[src/rtl/csr_pkg.sv]
package csr_pkg;

    typedef enum logic [2:0] {
        S_RUN,
        S_RETRY_RD,
        S_CHECK,
        S_RELOAD,
        S_REFETCH,
        S_HALT
    } csr_state_t;

endpackage

[src/rtl/csr_parity.sv]
module csr_parity #(
    parameter int DW = 16
) (
    input  logic [DW-1:0] data,
    input  logic          par,
    output logic          err
);

    // Even parity: a good word has an even number of ones including the parity bit.
    assign err = ^{data, par};

endmodule

[src/rtl/csr_remap_table.sv]
module csr_remap_table #(
    parameter  int AW    = 8,
    parameter  int SLOTS = 8,
    localparam int IW    = $clog2(SLOTS),
    localparam int CW    = $clog2(SLOTS + 1)
) (
    input  logic          clk,
    input  logic          rst_n,
    input  logic [AW-1:0] lk_addr,
    output logic          lk_hit,
    output logic [IW-1:0] lk_idx,
    input  logic          alloc_en,
    input  logic [AW-1:0] alloc_addr,
    output logic [CW-1:0] used,
    output logic [IW-1:0] free_idx,
    output logic          full
);

    logic [SLOTS-1:0] ent_hit;

    assign full     = (used == CW'(SLOTS));
    assign free_idx = IW'(used);

    for (genvar gi = 0; gi < SLOTS; gi++) begin : g_entry
        logic          v_q;
        logic [AW-1:0] a_q;

        always_ff @(posedge clk) begin
            if (!rst_n) begin
                v_q <= 1'b0;
                a_q <= '0;
            end else if (alloc_en && !full && (used == CW'(gi))) begin
                v_q <= 1'b1;
                a_q <= alloc_addr;
            end
        end

        assign ent_hit[gi] = v_q && (a_q == lk_addr);
    end

    always_ff @(posedge clk) begin
        if (!rst_n) begin
            used <= '0;
        end else if (alloc_en && !full) begin
            used <= used + CW'(1);
        end
    end

    always_comb begin
        lk_idx = '0;
        for (int i = 0; i < SLOTS; i++) begin
            if (ent_hit[i]) begin
                lk_idx = IW'(i);
            end
        end
    end

    assign lk_hit = |ent_hit;

endmodule

[src/rtl/csr_ctrl.sv]
module csr_ctrl
    import csr_pkg::*;
#(
    parameter  int AW    = 8,
    parameter  int SLOTS = 8,
    localparam int IW    = $clog2(SLOTS)
) (
    input  logic          clk,
    input  logic          rst_n,
    input  logic          req_valid,
    input  logic [AW-1:0] req_addr,
    input  logic          lk_hit,
    input  logic [IW-1:0] lk_idx,
    input  logic          par_err,
    input  logic          full,
    input  logic [IW-1:0] free_idx,
    input  logic          ld_done,
    output logic          st_rd_en,
    output logic [AW-1:0] st_addr,
    output logic          st_spare,
    output logic [IW-1:0] st_slot,
    output logic          rsp_valid,
    output logic          stall,
    output logic          alloc_en,
    output logic [AW-1:0] alloc_addr,
    output logic          ld_req,
    output logic [AW-1:0] ld_addr,
    output logic [IW-1:0] ld_slot,
    output logic          remap_pulse,
    output logic          fatal,
    output logic          data_pending,
    output csr_state_t    state
);

    csr_state_t    nxt;
    logic          accept;
    logic [AW-1:0] sv_addr;
    logic          sv_spare;
    logic [IW-1:0] sv_slot;
    logic          remap_q;

    // State register
    always_ff @(posedge clk) begin
        if (!rst_n) begin
            state <= S_RUN;
        end else begin
            state <= nxt;
        end
    end

    // Saved read context and pulse flop
    always_ff @(posedge clk) begin
        if (!rst_n) begin
            data_pending <= 1'b0;
            sv_addr      <= '0;
            sv_spare     <= 1'b0;
            sv_slot      <= '0;
            remap_q      <= 1'b0;
        end else begin
            data_pending <= (state == S_RUN) && accept;
            remap_q      <= alloc_en;
            if ((state == S_RUN) && accept) begin
                sv_addr  <= req_addr;
                sv_spare <= lk_hit;
                sv_slot  <= lk_idx;
            end else if (alloc_en) begin
                sv_spare <= 1'b1;
                sv_slot  <= free_idx;
            end
        end
    end

    // Next state
    always_comb begin
        nxt = state;
        unique case (state)
            S_RUN:      if (data_pending && par_err) nxt = S_RETRY_RD;
            S_RETRY_RD: nxt = S_CHECK;
            S_CHECK: begin
                if (!par_err)                nxt = S_RUN;
                else if (sv_spare || full)   nxt = S_HALT;
                else                         nxt = S_RELOAD;
            end
            S_RELOAD:   if (ld_done) nxt = S_REFETCH;
            S_REFETCH:  nxt = S_CHECK;
            S_HALT:     nxt = S_HALT;
            default:    nxt = S_HALT;
        endcase
    end

    // Outputs
    always_comb begin
        accept     = 1'b0;
        st_rd_en   = 1'b0;
        st_addr    = sv_addr;
        st_spare   = sv_spare;
        st_slot    = sv_slot;
        rsp_valid  = 1'b0;
        stall      = 1'b1;
        alloc_en   = 1'b0;
        alloc_addr = sv_addr;
        ld_req     = 1'b0;
        ld_addr    = sv_addr;
        ld_slot    = sv_slot;
        fatal      = 1'b0;
        unique case (state)
            S_RUN: begin
                stall     = data_pending && par_err;
                accept    = req_valid && !stall;
                st_rd_en  = accept;
                st_addr   = req_addr;
                st_spare  = lk_hit;
                st_slot   = lk_idx;
                rsp_valid = data_pending && !par_err;
            end
            S_RETRY_RD, S_REFETCH: begin
                st_rd_en = 1'b1;
            end
            S_CHECK: begin
                rsp_valid = !par_err;
                alloc_en  = par_err && !sv_spare && !full;
            end
            S_RELOAD: begin
                ld_req = 1'b1;
            end
            S_HALT: begin
                fatal = 1'b1;
            end
            default: begin
                fatal = 1'b1;
            end
        endcase
    end

    assign remap_pulse = remap_q;

endmodule

[src/rtl/cs_spare_remap.sv]
module cs_spare_remap #(
    parameter  int AW    = 8,
    parameter  int DW    = 16,
    parameter  int SLOTS = 8,
    localparam int IW    = $clog2(SLOTS),
    localparam int CW    = $clog2(SLOTS + 1)
) (
    input  logic          clk,
    input  logic          rst_n,
    input  logic          req_valid,
    input  logic [AW-1:0] req_addr,
    output logic          rsp_valid,
    output logic [DW-1:0] rsp_data,
    output logic          stall,
    output logic          st_rd_en,
    output logic [AW-1:0] st_addr,
    output logic          st_spare,
    output logic [IW-1:0] st_slot,
    input  logic [DW-1:0] st_data,
    input  logic          st_par,
    output logic          ld_req,
    output logic [AW-1:0] ld_addr,
    output logic [IW-1:0] ld_slot,
    input  logic          ld_done,
    output logic          remap_pulse,
    output logic          fatal,
    output logic [CW-1:0] used_cnt
);

    logic                 par_err;
    logic                 lk_hit;
    logic [IW-1:0]        lk_idx;
    logic                 tbl_full;
    logic [IW-1:0]        free_idx;
    logic                 alloc_en;
    logic [AW-1:0]        alloc_addr;
    logic                 data_pending;
    csr_pkg::csr_state_t  ctl_state;

    csr_parity #(.DW(DW)) u_par (
        .data (st_data),
        .par  (st_par),
        .err  (par_err)
    );

    csr_remap_table #(.AW(AW), .SLOTS(SLOTS)) u_tbl (
        .clk        (clk),
        .rst_n      (rst_n),
        .lk_addr    (req_addr),
        .lk_hit     (lk_hit),
        .lk_idx     (lk_idx),
        .alloc_en   (alloc_en),
        .alloc_addr (alloc_addr),
        .used       (used_cnt),
        .free_idx   (free_idx),
        .full       (tbl_full)
    );

    csr_ctrl #(.AW(AW), .SLOTS(SLOTS)) u_ctrl (
        .clk          (clk),
        .rst_n        (rst_n),
        .req_valid    (req_valid),
        .req_addr     (req_addr),
        .lk_hit       (lk_hit),
        .lk_idx       (lk_idx),
        .par_err      (par_err),
        .full         (tbl_full),
        .free_idx     (free_idx),
        .ld_done      (ld_done),
        .st_rd_en     (st_rd_en),
        .st_addr      (st_addr),
        .st_spare     (st_spare),
        .st_slot      (st_slot),
        .rsp_valid    (rsp_valid),
        .stall        (stall),
        .alloc_en     (alloc_en),
        .alloc_addr   (alloc_addr),
        .ld_req       (ld_req),
        .ld_addr      (ld_addr),
        .ld_slot      (ld_slot),
        .remap_pulse  (remap_pulse),
        .fatal        (fatal),
        .data_pending (data_pending),
        .state        (ctl_state)
    );

    assign rsp_data = st_data;

endmodule

[config.mk]
export PLATFORM = sky130hd
export DESIGN_NAME = cs_spare_remap
export DESIGN_NICKNAME = d
export VERILOG_FILES = /design/src/rtl/csr_pkg.sv /design/src/rtl/csr_parity.sv /design/src/rtl/csr_remap_table.sv /design/src/rtl/csr_ctrl.sv /design/src/rtl/cs_spare_remap.sv
export SDC_FILE = /design/constraint.sdc
export NUM_CORES = 1
export LEC_CHECK = 0
export ABC_CLOCK_PERIOD_IN_PS = 3850
export BUFFER_PORTS_ARGS = -buffer_cell sky130_fd_sc_hd__buf_2
export CAP_MARGIN = 20
export CORE_MARGIN = 2
export CORE_UTILIZATION = 45
export DETAILED_ROUTE_END_ITERATION = 12
export MAX_ROUTING_LAYER = met4
export PLACE_DENSITY = 0.7
export SLEW_MARGIN = 5
export SYNTH_ARGS = -nofsm -noshare
export SYNTH_HDL_FRONTEND = slang
export SYNTH_SLANG_ARGS = --single-unit
[constraint.sdc]
create_clock -name clk -period 3.85 [get_ports clk]
set_clock_uncertainty 0.15 [all_clocks]
set_input_delay 0.77 -clock clk [delete_from_list [all_inputs] [get_ports clk]]
set_output_delay 0.77 -clock clk [all_outputs]
set_load 0.02 [all_outputs]
Word-level counts from Yosys, hierarchy flattened. Cells that the tools add are included.

$add $sub $neg: 1. Equality and inequality tests: 22. Mux-type cells: 26. Reduce and logical (&&, ||, !) cells: 36.

Operator list (count): $eq A8 B8 Y1 (8); $mux W3 (11); $logic_and A1 B1 Y1 (23); $reduce_xor A17 Y1 (1); $eq A4 B3 Y1 const B (4); $pmux W3 S4 (1); $mux W1 (9); $eq A4 B2 Y1 const B (2); $mux W8 (1); $reduce_or A8 Y1 (1); $eq A3 B2 Y1 const B (2); $reduce_or A5 Y1 (1); $add A4 B1 Y4 const B (1); $eq A4 B1 Y1 const B (1); $eq A4 B4 Y1 const B (1); $logic_not A1 Y1 (4); $logic_not A4 Y1 (1); $mux W2 (2); $ne A2 B2 Y1 const B (2); $pmux W1 S2 (2); $eq A3 B1 Y1 const B (1); $eq A3 B3 Y1 const B (1); $logic_not A3 Y1 (1); $reduce_and A2 Y1 (1); other kinds (3) (3).

Register bits: 93. Input bits: 29. Output and inout port bits: 49. Logic and storage cells: 108.

Longest topological paths before layout. Gate-level depths: netlist (run 1).

Word-level depth: 10. Depth in mapped cells: 10.

Cells and area by module. From an unflattened synthesis (run 1), not the netlist that was laid out.

Cell total of the unflattened synthesis: 600. Area total of the unflattened synthesis: 5026.1 um2.

Modules (own cells, without submodules): csr_remap_table (times used 1, cells an instance 456, area each 3781.1 um2, seq. area each 1521.5 um2); csr_ctrl (times used 1, cells an instance 113, area each 979.7 um2, seq. area each 340.3 um2); csr_parity (times used 1, cells an instance 15, area each 145.1 um2, seq. area each 0.0 um2); cs_spare_remap (times used 1, cells an instance 16, area each 120.1 um2, seq. area each 0.0 um2).

Worst setup path before layout (run 1). No wires, ideal clock.

Path kind: in2out. Start: in st_data[11]. End: out st_rd_en. Data arrival time: 2.516 ns. Data required time: 2.930 ns. Slack: 0.414 ns. Stages: 7. Path buffers: 2. Cells stage by stage: xnor3_1 -> xnor3_1 -> xnor3_1 -> buf_4 -> a21o_1 -> buf_2 -> o21ai_0.

Cells in the longest elaborated chain, start to end: 5.

Ends and longest elaborated chain: from (decl) (RTL line cs_spare_remap.sv:19) `input logic [DW-1:0] st_data,`; $reduce_xor A17 Y1 (RTL line csr_parity.sv:10) `assign err = ^{data, par};`; $logic_and A1 B1 Y1 (RTL line csr_ctrl.sv:108) `stall = data_pending && par_err;`; $logic_not A1 Y1 (RTL line csr_ctrl.sv:109) `accept = req_valid && !stall;`; $logic_and A1 B1 Y1 (RTL line csr_ctrl.sv:109); $pmux W1 S2 (RTL line csr_ctrl.sv:106) `unique case (state)`; to (decl) (RTL line cs_spare_remap.sv:15) `output logic st_rd_en,`.

Every way passes these cells.

Final worst setup path (run 1).
Start: in req_addr[1]. End: out st_spare.

Cells in the longest elaborated chain, start to end: 4.

Ends and longest elaborated chain: from (decl) (RTL line cs_spare_remap.sv:11) `input logic [AW-1:0] req_addr,`; $eq A8 B8 Y1 (RTL line csr_remap_table.sv:38) `assign ent_hit[gi] = v_q && (a_q == lk_addr);`; $logic_and A1 B1 Y1 (RTL line csr_remap_table.sv:38); $reduce_or A8 Y1 (*) (RTL line csr_remap_table.sv:58) `assign lk_hit = |ent_hit;`; $mux W1 (*) (RTL line csr_ctrl.sv:106); to (decl) (RTL line cs_spare_remap.sv:17) `output logic st_spare,`.

Mark *: on every way between the ends. The rest lies on a longest branch, timed or not.

==> results.cfg, run 1 <==
[outcome]
status = complete, no violations

[routing]
drc = 0
dr.pass1.iters = 5
wirelength_um = 11120
vias_per_cell = 5.470
detail_route.wl_per_cell_um = 15.84
antenna_left = 0
vias = 3840
drtIter0Drc = 245

[critical_path]
reg2reg_to = u_tbl.g_entry[7].a_q[0]
crit_path_max_fanout = 6
ff2ff_path_depth = 7
critPathLaunch = req_addr[1]
cp_num_cells = 9
worstSetupEndpoint = st_spare
path_class = in -> out
cp.required_ns = 2.93
worst_setup_path_end_kind = primary output
rrSetupSlack_ns = 1.05
critPathArrivalTime_ns = 2.66
crit_path_start_kind = input pin
cpMostUsedCell = buf_2
path_cells = buf_2 -> buf_4 -> xor2_1 -> nor3_1 -> nand4_1 -> nand4b_1 -> nor4b_1 -> a21oi_1 -> buf_2
critPathMaxStageDelay_ns = 0.55
path_buf_inv = 3
r2r-start = u_tbl.used[0]
worst_path_dominant_cell_family = simple AND/OR/NAND/NOR gates
slowest_stage = nor4b_1

[timing]
fin_crit_sh_pct = 92.90
final-hold-violation-count = 0
setup_viol = 0
min_period_ns = 3.577
drv_slew = 0
tns_ns = 0
worst_slew_pin_slew_ns = 0.8273
max_clock_freq_ghz = 0.2796
rsz0062_at_grt = no
slew_headroom_pct = 44.51

[synth]
synth_area_per_cell_um2 = 8.600
syn_inst = 522
ys_seq_area_share_pct = 41.47
synth-edff-count = 0
synth_flop_cell = dfxtp_1
yosysWarningCount = 0
synth-seq-cells = 93
async_reset_ff_share_pct = 0
syn_nets = 555
synth_cell_types = 38
synth_area_mm2 = 0.004489

[global_routing]
grt_use_met2_pct = 32.80
grt_pass1_wl_um = 17800
use_met3_pct = 4.449
grt_remaining_overflow = 0
top_usage_layer = met2
track_usage_pct = 21.21
grt_util_met1_pct = 28.66
antenna_found_initial = 0
grt_pass1_vias = 3384
grt_max_degree = 50

[die]
dieArea_mm2 = 0.01079
initial_core_util_pct = 46.14
rows = 36
dieHeight_um = 103.9
io_pins = 78
die_w_um = 103.9
core_mm2 = 0.009729

[clock_tree]
ctsLongestPathBuffers = 2
cts-buffers-inserted = 9
cts_tree = done
post_cts.repair.setup_buffers = 0
clk_pin_slew_ns = 0.08
cts_root_buf = clkbuf_8
cts-resized-gates = 0
clk_latency_ns = 0.35
cts_max_level = 3
postCtsHoldBufs = 0
numClockSinks = 93

[hold_path]
hp-class = reg -> reg

[placed_design]
hpwl_um = 7623
place_congestion = 0.8643
placedCellCount = 686
io_buffers = 77
place_area_mm2 = 0.004813

[finish]
final.fill_count = 903
multiInputGateArea_mm2 = 0.002313
final-seq-area_mm2 = 0.001862
drive_gt1_share_pct = 18.98
final_area_mm2 = 0.005072
area_delta_synth_final_pct = 12.99
final_cells = 702
fin_nets = 597
n_antenna_cell = 0

[power]
vdd_ir_drop_max_mv = 0.2781
p_per_area_mw_per_mm2 = 547.7
leakagePower_nw = 1.974

[job]
cap_violations = 0
sequential cells by signal, summed over array words and instances, names as in the netlist:
register,count
u_ctrl.alloc_addr,8
u_ctrl.data_pending,1
u_ctrl.ld_slot,3
u_ctrl.remap_pulse,1
u_ctrl.state,3
u_ctrl.sv_spare,1
u_tbl.g_entry.a_q,64
u_tbl.g_entry.v_q,8
u_tbl.used,4
layout by cell type (no fill, tap or decap), types with 9 or more instances in the layout:
cell type,n
a21oi_1,26
buf_2,77
clkbuf_8,12
dfxtp_1,93
inv_1,12
mux2_2,9
nand2_1,30
nand3_1,71
nand4_1,16
nor2_1,18
o21ai_0,70
xnor2_1,44
xor2_1,31
cells in the mapped netlist, types with 4 or more instances:
master,instances,area share (%)
a211oi_1,6,1.0
a21oi_1,26,2.9
buf_2,6,0.67
buf_4,17,2.8
clkbuf_1,26,2.2
dfxtp_1,93,41
ha_1,4,1.1
inv_1,12,1.0
mux2_2,9,2.3
nand2_1,30,2.5
nand3_1,71,7.9
nand4_1,16,2.2
nor2_1,18,1.5
nor3_1,9,1.0
nor4_1,6,0.84
o21ai_0,70,7.8
xnor2_1,44,8.6
xnor3_1,4,2.0
xor2_1,31,6.0
layout make-up:
class / count / share of cell area (%)
multi-input combinational: 365 / 45.61
clock buffer: 13 / 3.330
timing repair buffer: 82 / 8.337
tap: 133 / 3.281
inverter: 13 / 0.9620
clock inverter: 3 / 1.776
sequential: 93 / 36.70
stage by stage:
stage | hold slack, ns | power [mW] | utilization (%) | worst slack [ns]
floorplan | 0.2758 | 1.751 | - | 0.4137
global placement | 0.2830 | 1.968 | 49.47 | 0.2785
detailed placement | 0.2913 | 1.983 | 49.47 | 0.3247
CTS | 0.3056 | 2.789 | 52.13 | 0.2899
global route | 0.3277 | 2.904 | 52.13 | 0.1288
finish | 0.3035 | 2.778 | 52.13 | 0.2733
worst register-to-register path: cells and delay by family, from the launching register on:
kind / cells / cell delay [ns]
and+or+nand+nor: 3 / 1.37
DFF: 1 / 0.42
AOI/OAI and AO/OA: 2 / 0.34
adders and majority gates: 1 / 0.25
buffers and inverters: 1 / 0.12
worst min-delay path by stage:
stage / startpoint / endpoint / slack [ns] / cells past startpoint
after global routing: u_tbl.g_entry[2].v_q / u_tbl.g_entry[2].v_q / 0.33 / 2
after CTS: u_tbl.g_entry[3].v_q / u_tbl.g_entry[3].v_q / 0.31 / 2
after global placement: u_tbl.g_entry[5].v_q / u_tbl.g_entry[5].v_q / 0.28 / 2
after detailed placement: u_tbl.g_entry[1].v_q / u_tbl.g_entry[1].v_q / 0.29 / 2
after floorplan: u_tbl.g_entry[2].v_q / u_tbl.g_entry[2].v_q / 0.28 / 2
final: u_tbl.g_entry[7].v_q / u_tbl.g_entry[7].v_q / 0.30 / 2
layer usage:
layer | up-vias | part of all wire, %
met1 | 1792 | 46
li1 | 1875 | -
met4 | 0 | 1.6
met2 | 157 | 46
met3 | 16 | 6.7
met5 | - | 0
kinds of logic after synthesis:
family                     count (synthesis)  share of synthesized area (%)
DFF                                       93                          41.47
and+or+nand+nor                          161                          17.67
muxes                                     11                          2.704
buffers and inverters                     64                          7.107
AOI/OAI and AO/OA                        110                          13.29
adders and majority gates                  4                          1.115
xor gates and xnor gates                  79                          16.64
where the power goes:
group / switching [mW] / total (mW) / internal (mW)
clock: 0.324 / 0.809 / 0.485
sequential: 0.0605 / 1.07 / 1.01
combinational: 0.567 / 0.895 / 0.328
Note: power is estimated with default switching activity, not from simulation.
==> inputs of run 2 (changes only) <==
--- a/config.mk
+++ b/config.mk
@@ -6,13 +6,13 @@
 export NUM_CORES = 1
 export LEC_CHECK = 0
 export ABC_CLOCK_PERIOD_IN_PS = 3850
-export BUFFER_PORTS_ARGS = -buffer_cell sky130_fd_sc_hd__buf_2
 export CAP_MARGIN = 20
 export CORE_MARGIN = 2
 export CORE_UTILIZATION = 45
 export DETAILED_ROUTE_END_ITERATION = 12
+export DONT_BUFFER_PORTS = 1
 export MAX_ROUTING_LAYER = met4
-export PLACE_DENSITY = 0.7
+export PLACE_DENSITY = 0.64
 export SLEW_MARGIN = 5
 export SYNTH_ARGS = -nofsm -noshare
 export SYNTH_HDL_FRONTEND = slang
==> run 2 against run 1 <==
Compared with the run above:
- non-clock buffer count decreased by 78
- hold slack got worse by 0.0016 ns
- critical path type unchanged
- sequential power rose by 5%
- clock-buffer cell count decreased by 2
- fmax rose by 8.5%
- cell area down 9.6%
- die area is the same
- flip-flop and latch count stayed put
- via count down 9.9%
- combinational power down 21%
- utilization is 5.0 points lower
==> results.cfg, run 2 (synthesis gave the netlist of run 1 again) <==
[outcome]
status = complete, no violations

[critical_path]
path_class = in -> out
r2r-start = u_tbl.used[0]
crit_path_max_fanout = 7
cp.required_ns = 2.93
crit_path_start_kind = input pin
worst_setup_path_end_kind = primary output
critPathArrivalTime_ns = 2.38
critPathLaunch = st_data[11]

[finish]
largest_reg_flops = 64
layout_commonest_cell = dfxtp_1
n_antenna_cell = 0
top_register = u_tbl.g_entry.a_q
drive_gt1_share_pct = 5.918
final_area_mm2 = 0.004587
layout_common_cells = 93 x dfxtp_1, 71 x nand3_1, 70 x o21ai_0
fin_nets = 519
area_delta_synth_final_pct = 2.174

[clock_tree]
numClockSinks = 93
postCtsHoldBufs = 0
post_cts.repair.setup_buffers = 0
cts-resized-gates = 0
ctsLongestPathBuffers = 2
clk_pin_slew_ns = 0.08
clk_latency_ns = 0.36
cts_tree = done
cts_root_buf = clkbuf_8
cts-buffers-inserted = 9
cts_max_level = 3

[global_routing]
grt_remaining_overflow = 0
antenna_found_initial = 0
track_usage_pct = 21.17
grt_max_degree = 77
grt_pass1_wl_um = 17340
grt_pass1_vias = 3155

[timing]
min_period_ns = 3.297
final-hold-violation-count = 0
whs_ns = 0.3019
tns_ns = 0
max_clock_freq_ghz = 0.3033
timing.final.ws_setup_ns = 0.5529
slew_headroom_pct = 43.59
drv_slew = 0
worst_slew_pin_slew_ns = 0.8410
fin_crit_sh_pct = 85.64
rsz0062_at_grt = no
setup_viol = 0

[routing]
vias = 3459
detail_route.wl_per_cell_um = 17.61
drc = 0
dr.pass1.iters = 4
antenna_left = 0
drtIter0Drc = 191
wirelength_um = 10970
vias_per_cell = 5.552

[die]
io_pins = 78
core_mm2 = 0.009729
rows = 36
initial_core_util_pct = 46.14
die_w_um = 103.9
dieHeight_um = 103.9
dieArea_mm2 = 0.01079

[job]
cap_violations = 0

[placed_design]
place_congestion = 0.8333
io_buffers = 0
place_area_mm2 = 0.004420
place_ws_ns = 0.4461
hpwl_um = 7202

[power]
p_clk_share_pct = 24.0
pwr-share-seq_pct = 46.7
leakagePower_nw = 1.583
switching_power_uw = 886.6
p_sw_share_pct = 37.04
p_per_area_mw_per_mm2 = 521.9
p_int_mw = 1.507
vdd_ir_drop_max_mv = 0.2123
comb_power_share_pct = 29.4

[hold_path]
hp-class = reg -> reg
min-delay-start = u_tbl.g_entry[2].v_q
-- run 2: cell types whose count changed in the layout (fill, tap and decap cells not counted), sizes merged --
cell,previous run,this run
buf,82,4
bufinv,3,0
clkbuf,13,11
clkinv,1,3
clkinvlp,0,2
-- run 2: final cells by class --
| cell class | instances | area, um^2 |
|---|---|---|
| clock buffers | 11 | 141.4 |
| clock inverters | 4 | 25.02 |
| fillers | 949 | 5142 |
| inverters | 13 | 48.80 |
| multi-input cells | 365 | 2313 |
| flip-flops and latches | 93 | 1862 |
| well taps | 133 | 166.4 |
| repair buffers | 4 | 30.03 |
-- run 2: power by group through the flow --
stage / logic [mW] / registers, mW / clock network (mW)
2_1_floorplan: 0.642 / 1.11 / 0
3_3_place_gp: 0.686 / 1.14 / 0
3_5_place_dp: 0.698 / 1.14 / 0
4_1_cts: 0.701 / 1.12 / 0.590
5_1_grt: 0.757 / 1.13 / 0.623
6_report: 0.703 / 1.12 / 0.574
-- run 2: critical path, cell delays in order --
cell	delay [ns]
xnor3_1	0.34
xnor3_1	0.39
xnor3_1	0.42
a21o_1	0.20
o21ai_0	0.08
buf_4	0.16
-- run 2: layer usage --
layer  GRT usage [%]  share of wire, %
met5               -                 0
met4           5.598               1.0
met3           5.952               6.9
met2           32.66                46
met1           27.45                46
-- run 2: path summary, 6_finish.rpt --
check	end	slack, ns	cells after the start
setup / recovery	st_rd_en	0.55	6
hold / removal	u_tbl.g_entry[2].v_q	0.30	2
setup reg to reg	u_tbl.g_entry[7].a_q[3]	0.85	7
hold reg to reg	u_tbl.g_entry[2].v_q	0.30	2
-- run 2: metrics by stage --
| stage | power, mW | instances | utilization [%] |
|---|---|---|---|
| after CTS | 2.406 | 623 | 47.15 |
| after global routing | 2.505 | 623 | 47.15 |
| after floorplan | 1.751 | 522 | - |
| after global placement | 1.823 | 608 | 45.43 |
| final | 2.394 | 623 | 47.15 |
| after detailed placement | 1.836 | 608 | 45.43 |
